### src/rtl/secs_rtc_pkg.sv
package secs_rtc_pkg;
  // register offsets; the read and alarm windows follow the write window
  localparam int CTRL_OFF = 0;
  localparam int ACTL_OFF = 1;
  localparam int WR_BASE  = 2;
  // bit positions decoded by software
  localparam int RUN_BIT  = 7;
  localparam int AEN_BIT  = 1;
  localparam int CLR_BIT  = 0;
  localparam int STAT_BIT = 0;
endpackage

### src/rtl/secs_rtc_regs.sv
module secs_rtc_regs
  import secs_rtc_pkg::*;
#(
  parameter int DW = 8,
  parameter int NB = 4,
  parameter int AW = 4
) (
  input  logic             clk,
  input  logic             rst,
  input  logic             wr_en,
  input  logic [AW-1:0]    addr,
  input  logic [DW-1:0]    wdata,
  output logic             run,
  output logic             aen,
  output logic             aen_nxt,
  output logic             clr,
  output logic             commit,
  output logic [NB*DW-1:0] commit_val,
  output logic [NB*DW-1:0] alarm_val
);
  localparam int AL_BASE = WR_BASE + 2 * NB;
  localparam logic [AW-1:0] A_CTRL = AW'(CTRL_OFF);
  localparam logic [AW-1:0] A_ACTL = AW'(ACTL_OFF);
  localparam logic [AW-1:0] A_WR0  = AW'(WR_BASE);

  logic                   run_q, aen_q;
  logic [(NB-1)*DW-1:0]   stg_q;
  logic [NB*DW-1:0]       alm_q;
  logic                   ctrl_wr;

  assign ctrl_wr = wr_en && (addr == A_CTRL);
  assign aen_nxt = ctrl_wr ? wdata[AEN_BIT] : aen_q;
  assign clr     = wr_en && (addr == A_ACTL) && wdata[CLR_BIT];
  assign commit  = wr_en && (addr == A_WR0);

  always_ff @(posedge clk) begin
    if (rst) begin
      run_q <= 1'b0;
      aen_q <= 1'b0;
    end else begin
      if (ctrl_wr) run_q <= wdata[RUN_BIT];
      aen_q <= aen_nxt;
    end
  end

  // holding bytes 1..NB-1; byte 0 is never stored, it commits
  always_ff @(posedge clk) begin
    if (rst) begin
      stg_q <= '0;
    end else begin
      for (int i = 1; i < NB; i++) begin
        if (wr_en && (addr == AW'(WR_BASE + i)))
          stg_q[(i-1)*DW +: DW] <= wdata;
      end
    end
  end

  always_ff @(posedge clk) begin
    if (rst) begin
      alm_q <= '0;
    end else begin
      for (int i = 0; i < NB; i++) begin
        if (wr_en && (addr == AW'(AL_BASE + i)))
          alm_q[i*DW +: DW] <= wdata;
      end
    end
  end

  assign commit_val = {stg_q, wdata};
  assign alarm_val  = alm_q;
  assign run        = run_q;
  assign aen        = aen_q;
endmodule

### src/rtl/secs_rtc_count.sv
module secs_rtc_count #(
  parameter int CW = 32
) (
  input  logic          clk,
  input  logic          rst,
  input  logic          tick,
  input  logic          run,
  input  logic          commit,
  input  logic [CW-1:0] commit_val,
  output logic [CW-1:0] cnt,
  output logic          armed
);
  logic [CW-1:0] cnt_q;
  logic          armed_q;

  always_ff @(posedge clk) begin
    if (rst) begin
      cnt_q   <= '0;
      armed_q <= 1'b0;
    end else begin
      if (commit)
        cnt_q <= commit_val;
      else if (run && tick)
        cnt_q <= cnt_q + CW'(1);
      // only a tick step may arm the compare
      armed_q <= run && tick && !commit;
    end
  end

  assign cnt   = cnt_q;
  assign armed = armed_q;
endmodule

### src/rtl/secs_rtc_alarm.sv
module secs_rtc_alarm #(
  parameter int CW = 32
) (
  input  logic          clk,
  input  logic          rst,
  input  logic          armed,
  input  logic          aen,
  input  logic          aen_nxt,
  input  logic          clr,
  input  logic [CW-1:0] cnt,
  input  logic [CW-1:0] alarm_val,
  output logic          status,
  output logic          irq
);
  logic hit, status_n, status_q, irq_q;

  assign hit      = armed && aen && (cnt == alarm_val);
  assign status_n = hit || (status_q && !clr);

  always_ff @(posedge clk) begin
    if (rst) begin
      status_q <= 1'b0;
      irq_q    <= 1'b0;
    end else begin
      status_q <= status_n;
      irq_q    <= status_n && aen_nxt;
    end
  end

  assign status = status_q;
  assign irq    = irq_q;
endmodule

### src/rtl/secs_rtc.sv
module secs_rtc
  import secs_rtc_pkg::*;
#(
  parameter int DW = 8,
  parameter int NB = 4,
  parameter int AW = 4
) (
  input  logic          clk,
  input  logic          rst,
  input  logic          tick,
  input  logic          wr_en,
  input  logic          rd_en,
  input  logic [AW-1:0] addr,
  input  logic [DW-1:0] wdata,
  output logic [DW-1:0] rdata,
  output logic          alarm_irq
);
  localparam int CW      = NB * DW;
  localparam int RD_BASE = WR_BASE + NB;
  localparam int AL_BASE = RD_BASE + NB;
  localparam logic [AW-1:0] A_CTRL = AW'(CTRL_OFF);
  localparam logic [AW-1:0] A_ACTL = AW'(ACTL_OFF);

  logic          run, aen, aen_nxt, clr, commit, armed, status;
  logic [CW-1:0] commit_val, alarm_val, cnt;
  logic [DW-1:0] rsel, rdata_q;

  secs_rtc_regs #(.DW(DW), .NB(NB), .AW(AW)) u_regs (
    .clk(clk), .rst(rst), .wr_en(wr_en), .addr(addr), .wdata(wdata),
    .run(run), .aen(aen), .aen_nxt(aen_nxt), .clr(clr), .commit(commit),
    .commit_val(commit_val), .alarm_val(alarm_val)
  );

  secs_rtc_count #(.CW(CW)) u_count (
    .clk(clk), .rst(rst), .tick(tick), .run(run), .commit(commit),
    .commit_val(commit_val), .cnt(cnt), .armed(armed)
  );

  secs_rtc_alarm #(.CW(CW)) u_alarm (
    .clk(clk), .rst(rst), .armed(armed), .aen(aen), .aen_nxt(aen_nxt),
    .clr(clr), .cnt(cnt), .alarm_val(alarm_val), .status(status),
    .irq(alarm_irq)
  );

  always_comb begin
    rsel = '0;
    if (addr == A_CTRL) begin
      rsel[RUN_BIT] = run;
      rsel[AEN_BIT] = aen;
    end
    if (addr == A_ACTL) rsel[STAT_BIT] = status;
    for (int i = 0; i < NB; i++) begin
      if (addr == AW'(RD_BASE + i)) rsel = cnt[i*DW +: DW];
      if (addr == AW'(AL_BASE + i)) rsel = alarm_val[i*DW +: DW];
    end
  end

  always_ff @(posedge clk) begin
    if (rst)        rdata_q <= '0;
    else if (rd_en) rdata_q <= rsel;
  end

  assign rdata = rdata_q;
endmodule

### config.mk
export PLATFORM = sky130hd
export DESIGN_NAME = secs_rtc
export DESIGN_NICKNAME = d
export VERILOG_FILES = /design/src/rtl/secs_rtc_pkg.sv /design/src/rtl/secs_rtc_regs.sv /design/src/rtl/secs_rtc_count.sv /design/src/rtl/secs_rtc_alarm.sv /design/src/rtl/secs_rtc.sv
export SDC_FILE = /design/constraint.sdc
export NUM_CORES = 1
export LEC_CHECK = 0
export ABC_AREA = 1
export BUFFER_PORTS_ARGS = -buffer_cell sky130_fd_sc_hd__buf_4
export CORE_MARGIN = 8
export CORE_UTILIZATION = 55
export DETAILED_ROUTE_END_ITERATION = 6
export PLACE_DENSITY = 0.73
export SLEW_MARGIN = 0
export SYNTH_ARGS = -nofsm -noshare
export SYNTH_HDL_FRONTEND = slang
export SYNTH_SLANG_ARGS = --single-unit
export TNS_END_PERCENT = 1
### constraint.sdc
create_clock -name clk -period 1.81 [get_ports clk]
set_clock_uncertainty 0.05 [all_clocks]
set_input_delay 0 -clock clk [delete_from_list [all_inputs] [get_ports clk]]
set_output_delay 0 -clock clk [all_outputs]
set_load 0.01 [all_outputs]
==> results.cfg, run 1 <==
[worst_setup_path]
cp_common_cell = nand2_1
worstSetupStartpointType = flip-flop
cp_max_fo = 6
critPathKind = flip-flop to flip-flop
cp_top_family = simple AND/OR/NAND/NOR gates
cp-end-kind = flip-flop
cp.required_ns = 2.06
crit_cells = 8
crit_buf_inv = 0
cp_slowest_stage_delay_ns = 0.43
crit_arrival_ns = 2.01
cp_slowest_cell = dfxtp_1
r2r_cells = 8
path_cells = nand3_2, nor2_4, nand3_2, nor2_1, nand2_1, xor2_1, nand2_1, nand2_1

[cells_and_area]
syn_to_final_growth_pct = 15.2
seq_area_um2 = 2030
drive_gt1_share_pct = 11.8
final_cells = 1051
antennaDiodeCount = 0
fillCellCount = 988
multi_input_area_um2 = 3060
final_nets = 928

[die]
die_x_um = 117
die_area_um2 = 13700
initial_utilization_pct = 55.5
rows = 37
io_pins = 26
fp.dieH_um = 117
coreArea_um2 = 10100

[run_status]
status = complete, no violations

[synthesis]
synth_mux_area_share_pct = 0
synth_xor_area_share_pct = 5.31
synth_top_area_share_pct = 36.1
yosysSeqAreaShare_pct = 36.1
synth.avg_cell_area_um2 = 6.53
mappedNetlistArea_um2 = 5610
synth_fa_ha_area_share_pct = 0.223
synth-seq-cells = 101
yosys_warnings = 0
synth_top_area_cell = dfxtp_1
syn_nets = 877
netlist-cell-type-count = 31
synthTopCellsByArea = dfxtp_1 36%, nand2_1 14%, a21oi_1 7.3%
synth_cells = 859
synth_compound_area_share_pct = 17.7
synth_top_family_by_area = simple AND/OR/NAND/NOR gates
synthSimpleGateAreaFrac_pct = 31.2

[route]
highest_layer = met4
drt-initial-drc-count = 921
via_per_inst = 5.92
routedWlPerCell_um = 20.0
remaining_drc_errors = 0
antenna_left = 0
dr_wl_met3_um = 2460
route.layer.met1.wl_um = 8760
wl_met2_um = 8880
dr.pass1.iters = 6
num_vias = 6220
routed_wl_um = 21100

[global_route]
first_global_vias = 5591
grt_usage_pct = 31.8
grt_pass1_wl_um = 31900
grt_max_degree = 62
overflow = 0
grt_antenna_before_repair = 0

[clocking]
cts_sinks = 101
clock_latency_ns = 0.40
root_buffer = clkbuf_8
clk_path_buf_depth = 2
htreeDepth = 3
cts_setup_buffers = 0
cts-buffers-inserted = 9
cts_tree = yes
clkTransAtPathRegs_ns = 0.10

[flow_run]
cap_violations = 0

[sta]
finalCriticalPeriod_ns = 1.76
final_hold_viol_count = 0
tightest_slew_ns = 0.699
fin_crit_sh_pct = 97.4
slew_headroom_pct = 53.3
setup_violations = 0
clock.fmax_mhz = 567
holdWs_ns = 0.0151
drv_slew = 0
rsz0062_at_grt = yes

[power_and_ir_drop]
p_leak_nw = 2.51
peakVddDrop_mv = 0.587
power.density_nw_per_um2 = 669

[place]
post-place-cells = 1018
portBuffers = 25
hpwl_um = 15800
place.gp.congestion = 0.986

[min_path]
worstHoldPathType = input port to flip-flop
hold_path_depth = 4
through the flow:
step / setup TNS, ns / total power [mW] / instance area, um^2 / worst slack (ns) / utilization (%)
floorplan: 0 / 2.52 / 5610 / 0.382 / -
global placement: -0.00485 / 2.67 / 6050 / -0.00485 / 59.9
detailed placement: 0 / 2.68 / 6050 / 0.00920 / 59.9
CTS: 0 / 4.32 / 6440 / 0.0121 / 63.9
global route: -0.0708 / 4.43 / 6460 / -0.0227 / 64.0
finish: 0 / 4.32 / 6460 / 0.0474 / 64.0
cells in the mapped netlist, drive strengths merged:
library cell,count
nand2,214
dfxtp,101
nor2,101
inv,100
a21oi,82
o21ai,79
nand3,47
xor2,31
nor3,21
o22ai,19
nand4,17
buf,16
clkbuf,16
a31oi,5
xnor2,3
o221ai,2
a211oi,1
clkinv,1
ha,1
nor3b,1
o41ai,1
cells by family (layout without fill, tap and decap cells):
group	count (synthesis)	count (layout)
and+or+nand+nor	401	401
adders and majority gates	1	1
DFF	101	101
AOI/OAI and AO/OA	189	189
xor gates and xnor gates	34	34
buffers and inverters	133	189
per-layer routing:
layer  up-vias  GRT usage, %
li1       2889             -
met5         -             0
met1      2842          42.4
met2       412          47.5
met4         0          15.9
met3        77          6.98
sequential cells by signal, indices dropped and copies added (netlist names):
name	cells
u_count.armed	1
u_regs.alarm_val	32
u_regs.run	1
u_regs.stg_q	24
u_regs.aen	1
u_alarm.status	1
u_count.cnt	32
u_alarm.irq	1
rdata	8
placed cells by master, fill, tap and decap left out, drive strengths merged:
master	instances
a21oi	82
nand2	214
clkinv	2
o22ai	19
clkinvlp	2
nor2	101
o41ai	1
o21ai	79
buf	55
a211oi	1
nor3	21
nand4	17
ha	1
inv	100
nand3	47
dfxtp	101
a31oi	5
bufinv	2
o221ai	2
dlygate4sd3	17
clkbuf	11
xnor2	3
xor2	31
nor3b	1
final timing paths:
kind,startpoint,end,slack (ns)
min,addr[3],u_count.cnt[3],0.02
min reg2reg,u_regs.stg_q[11],u_regs.stg_q[11],0.41
max,u_count.cnt[0],u_count.cnt[31],0.05
max reg2reg,u_count.cnt[0],u_count.cnt[31],0.05
tightest hold or removal path, delay by kind of cell:
kind / cells / cell delay [ns]
AND/OR/NAND/NOR: 2 / 0.23
buffers and inverters: 1 / 0.12
AO/OA/AOI/OAI: 1 / 0.08
cell type report:
type	instances	share of cell area, %
Clock buffer	11	2.19
Clock inverter	5	1.30
Inverter	101	5.87
Multi-Input combinational cell	625	47.4
Sequential cell	101	31.4
Tap cell	136	2.63
Timing Repair Buffer	72	9.22
power by group:
group	total [mW]	internal, mW	leakage, nW	switching [mW]
clock	1.65	0.819	0.106	0.829
sequential	2.28	2.25	0.818	0.0277
combinational	0.389	0.123	1.59	0.266
total	4.32	3.20	2.51	1.12
timing repair:
item / 4_1_cts / 5_1_grt
setup endpoints to repair: 1 / 14
pin swaps: 0 / 0
endpoints found under the hold margin: 56 / 0
resized for setup: 1 / 5
cloned: 0 / 0
hold buffers: 17 / 0
Note: power is estimated with default switching activity, not from simulation.
==> run 2, diff against run 1 <==
--- a/config.mk
+++ b/config.mk
@@ -8,4 +8,5 @@
 export ABC_AREA = 1
 export BUFFER_PORTS_ARGS = -buffer_cell sky130_fd_sc_hd__buf_4
+export CORE_ASPECT_RATIO = 1.75
 export CORE_MARGIN = 8
 export CORE_UTILIZATION = 55
--- a/constraint.sdc
+++ b/constraint.sdc
@@ -3,3 +3,3 @@
 set_input_delay 0 -clock clk [delete_from_list [all_inputs] [get_ports clk]]
 set_output_delay 0 -clock clk [all_outputs]
-set_load 0.01 [all_outputs]
+set_load 0.05 [all_outputs]
==> run 2 against run 1 <==
Worst setup slack got worse by 0.028 ns; cell area rose by 0.46%; register-to-register slack got worse by 0.03 ns; global-route usage rose by 2.1 points; largest power group unchanged; sequential power barely moved; count of clock-buffer cells in the layout fell by 1; sequential cell count did not move; combinational power barely moved; maximum frequency fell by 1.5%; first-iteration DRC count fell by 46%; sequential share of layout area barely moved.
==> results.cfg, run 2 (synthesized netlist as in run 1, its figures left out) <==
[place]
place.gp.congestion = 1.11
place_area_um2 = 6050
post-place-cells = 1009
portBuffers = 25
hpwl_um = 17000

[power_and_ir_drop]
peakVddDrop_mv = 0.578
p_leak_nw = 2.53
swShare_pct = 25.6
power_switching_mw = 1.20
fin_total_pwr_mw = 4.68
p_comb_share_pct = 8.4
clockPowerShare_pct = 42.8
pwr-share-seq_pct = 48.8
internal_power_mw = 3.48
power.density_nw_per_um2 = 721

[die]
coreArea_um2 = 10100
rows = 49
die_x_um = 92.3
fp.dieH_um = 150
die_area_um2 = 13800
io_pins = 26
initial_utilization_pct = 55.4

[clocking]
clk_path_buf_depth = 2
root_buffer = clkbuf_16
clock_latency_ns = 0.35
cts_setup_buffers = 0
cts_sinks = 101
clkTransAtPathRegs_ns = 0.07
htreeDepth = 3
cts_tree = yes
cts-buffers-inserted = 9

[route]
via_per_inst = 6.09
drt-initial-drc-count = 497
routed_wl_um = 22800
remaining_drc_errors = 0
num_vias = 6306
routedWlPerCell_um = 22.0
antenna_left = 0
dr.pass1.iters = 5

[worst_setup_path]
crit-reg2reg-launch = u_regs.alarm_val[9]
r2r_cells = 8
rrSetupSlack_ns = 0.02
cp-end-kind = flip-flop
crit_arrival_ns = 2.03
worstSetupStartpointType = flip-flop
rr_endpoint = u_alarm.irq
cp.required_ns = 2.05
cp_max_fo = 3
critPathKind = flip-flop to flip-flop

[cells_and_area]
final_cells = 1036
drive_gt1_share_pct = 12.8
layout.cells.most_common = nand2_1
final_nets = 922
postLayoutCoreUtil_pct = 64.1
design_area_um2 = 6490
syn_to_final_growth_pct = 15.8
layout_common_cells = 209 x nand2_1, 93 x dfxtp_1, 91 x inv_1

[global_route]
first_global_vias = 6202
grt_max_degree = 62
grt_usage_pct = 33.9
overflow = 0
grt_antenna_before_repair = 1
grt_pass1_wl_um = 35100

[sta]
rsz0062_at_grt = yes
slew_headroom_pct = 47.5
tightest_slew_ns = 0.785
finalCriticalPeriod_ns = 1.79
clock.fmax_mhz = 559
finalSetupTns_ns = 0
fin_crit_sh_pct = 98.9
final_hold_viol_count = 0
setup_violations = 0
drv_slew = 0

[min_path]
min-delay-start = addr[0]
worstHoldPathType = input port to flip-flop
min_delay_worst_endpoint = u_count.cnt[4]
hold_path_depth = 4

[run_status]
status = complete, no violations

[flow_run]
cap_violations = 0
run 2: cell count changes in the layout (fill, tap and decap cells not counted), moves of 3 or more:
| cell | previous run | this run |
|---|---|---|
| clkbuf_16 | 0 | 9 |
| clkbuf_8 | 10 | 1 |
| dlygate4sd3_1 | 17 | 11 |
| dfxtp_1 | 97 | 93 |
| dfxtp_2 | 4 | 7 |
| nor2_2 | 6 | 9 |
run 2: through the flow:
stage	hold WS (ns)	setup slack, ns
floorplan	0.0849	0.382
global placement	0.254	-0.0126
detailed placement	0.266	-0.0100
CTS	0.00311	0.00156
global route	0.0264	-0.0260
finish	0.00532	0.0198
run 2: critical path, stage by stage, from the launching register on:
cell     delay [ns]
dfxtp_1        0.44
inv_1          0.12
nand2_1        0.07
nand4_1        0.09
nor3_1         0.49
nand3_1        0.15
nor2_1         0.16
nor2_1         0.07
nor2_1         0.09
run 2: worst max-delay path by stage:
stage | from | endpoint | slack, ns | cells past startpoint
detailed placement | u_count.cnt[2] | u_count.cnt[31] | -0.01 | 8
global route | u_count.cnt[21] | u_count.cnt[22] | -0.03 | 7
global placement | u_count.cnt[2] | u_count.cnt[31] | -0.01 | 8
CTS | u_count.cnt[7] | u_count.cnt[19] | 0.002 | 8
finish | u_regs.alarm_val[9] | u_alarm.irq | 0.02 | 8
floorplan | u_count.cnt[0] | u_count.cnt[28] | 0.38 | 7
run 2: final cells by class:
type	count	area, um^2
fillers	972	3630
inverters	101	379
repair buffers	66	548
well taps	127	159
clock buffers	10	239
flip-flops and latches	101	2030
clock inverters	5	60.1
multi-input cells	625	3070
diodes	1	2.50
run 2: metal layers:
metal  global-route usage, %  share of wire (%)  vias to the layer above
li1                        -                  -                     2883
met1                    35.6                 34                     2923
met2                    56.1                 48                      385
met3                    7.23                8.7                      115
met4                    29.3                8.6                        0
met5                       0                  0                        -
run 2: power by group through the flow:
stage | Sequential (mW) | Combinational, mW | Clock (mW)
3_3_place_gp | 2.33 | 0.354 | 0
6_report | 2.28 | 0.392 | 2.00
4_1_cts | 2.28 | 0.380 | 2.00
5_1_grt | 2.29 | 0.420 | 2.10
2_1_floorplan | 2.33 | 0.200 | 0
3_5_place_dp | 2.33 | 0.360 | 0
run 2: timing repair:
item	in CTS	in global routing
hold buffers	11	0
endpoints found under the setup margin	1	21
endpoints found under the hold margin	32	0
resized for setup	1	13
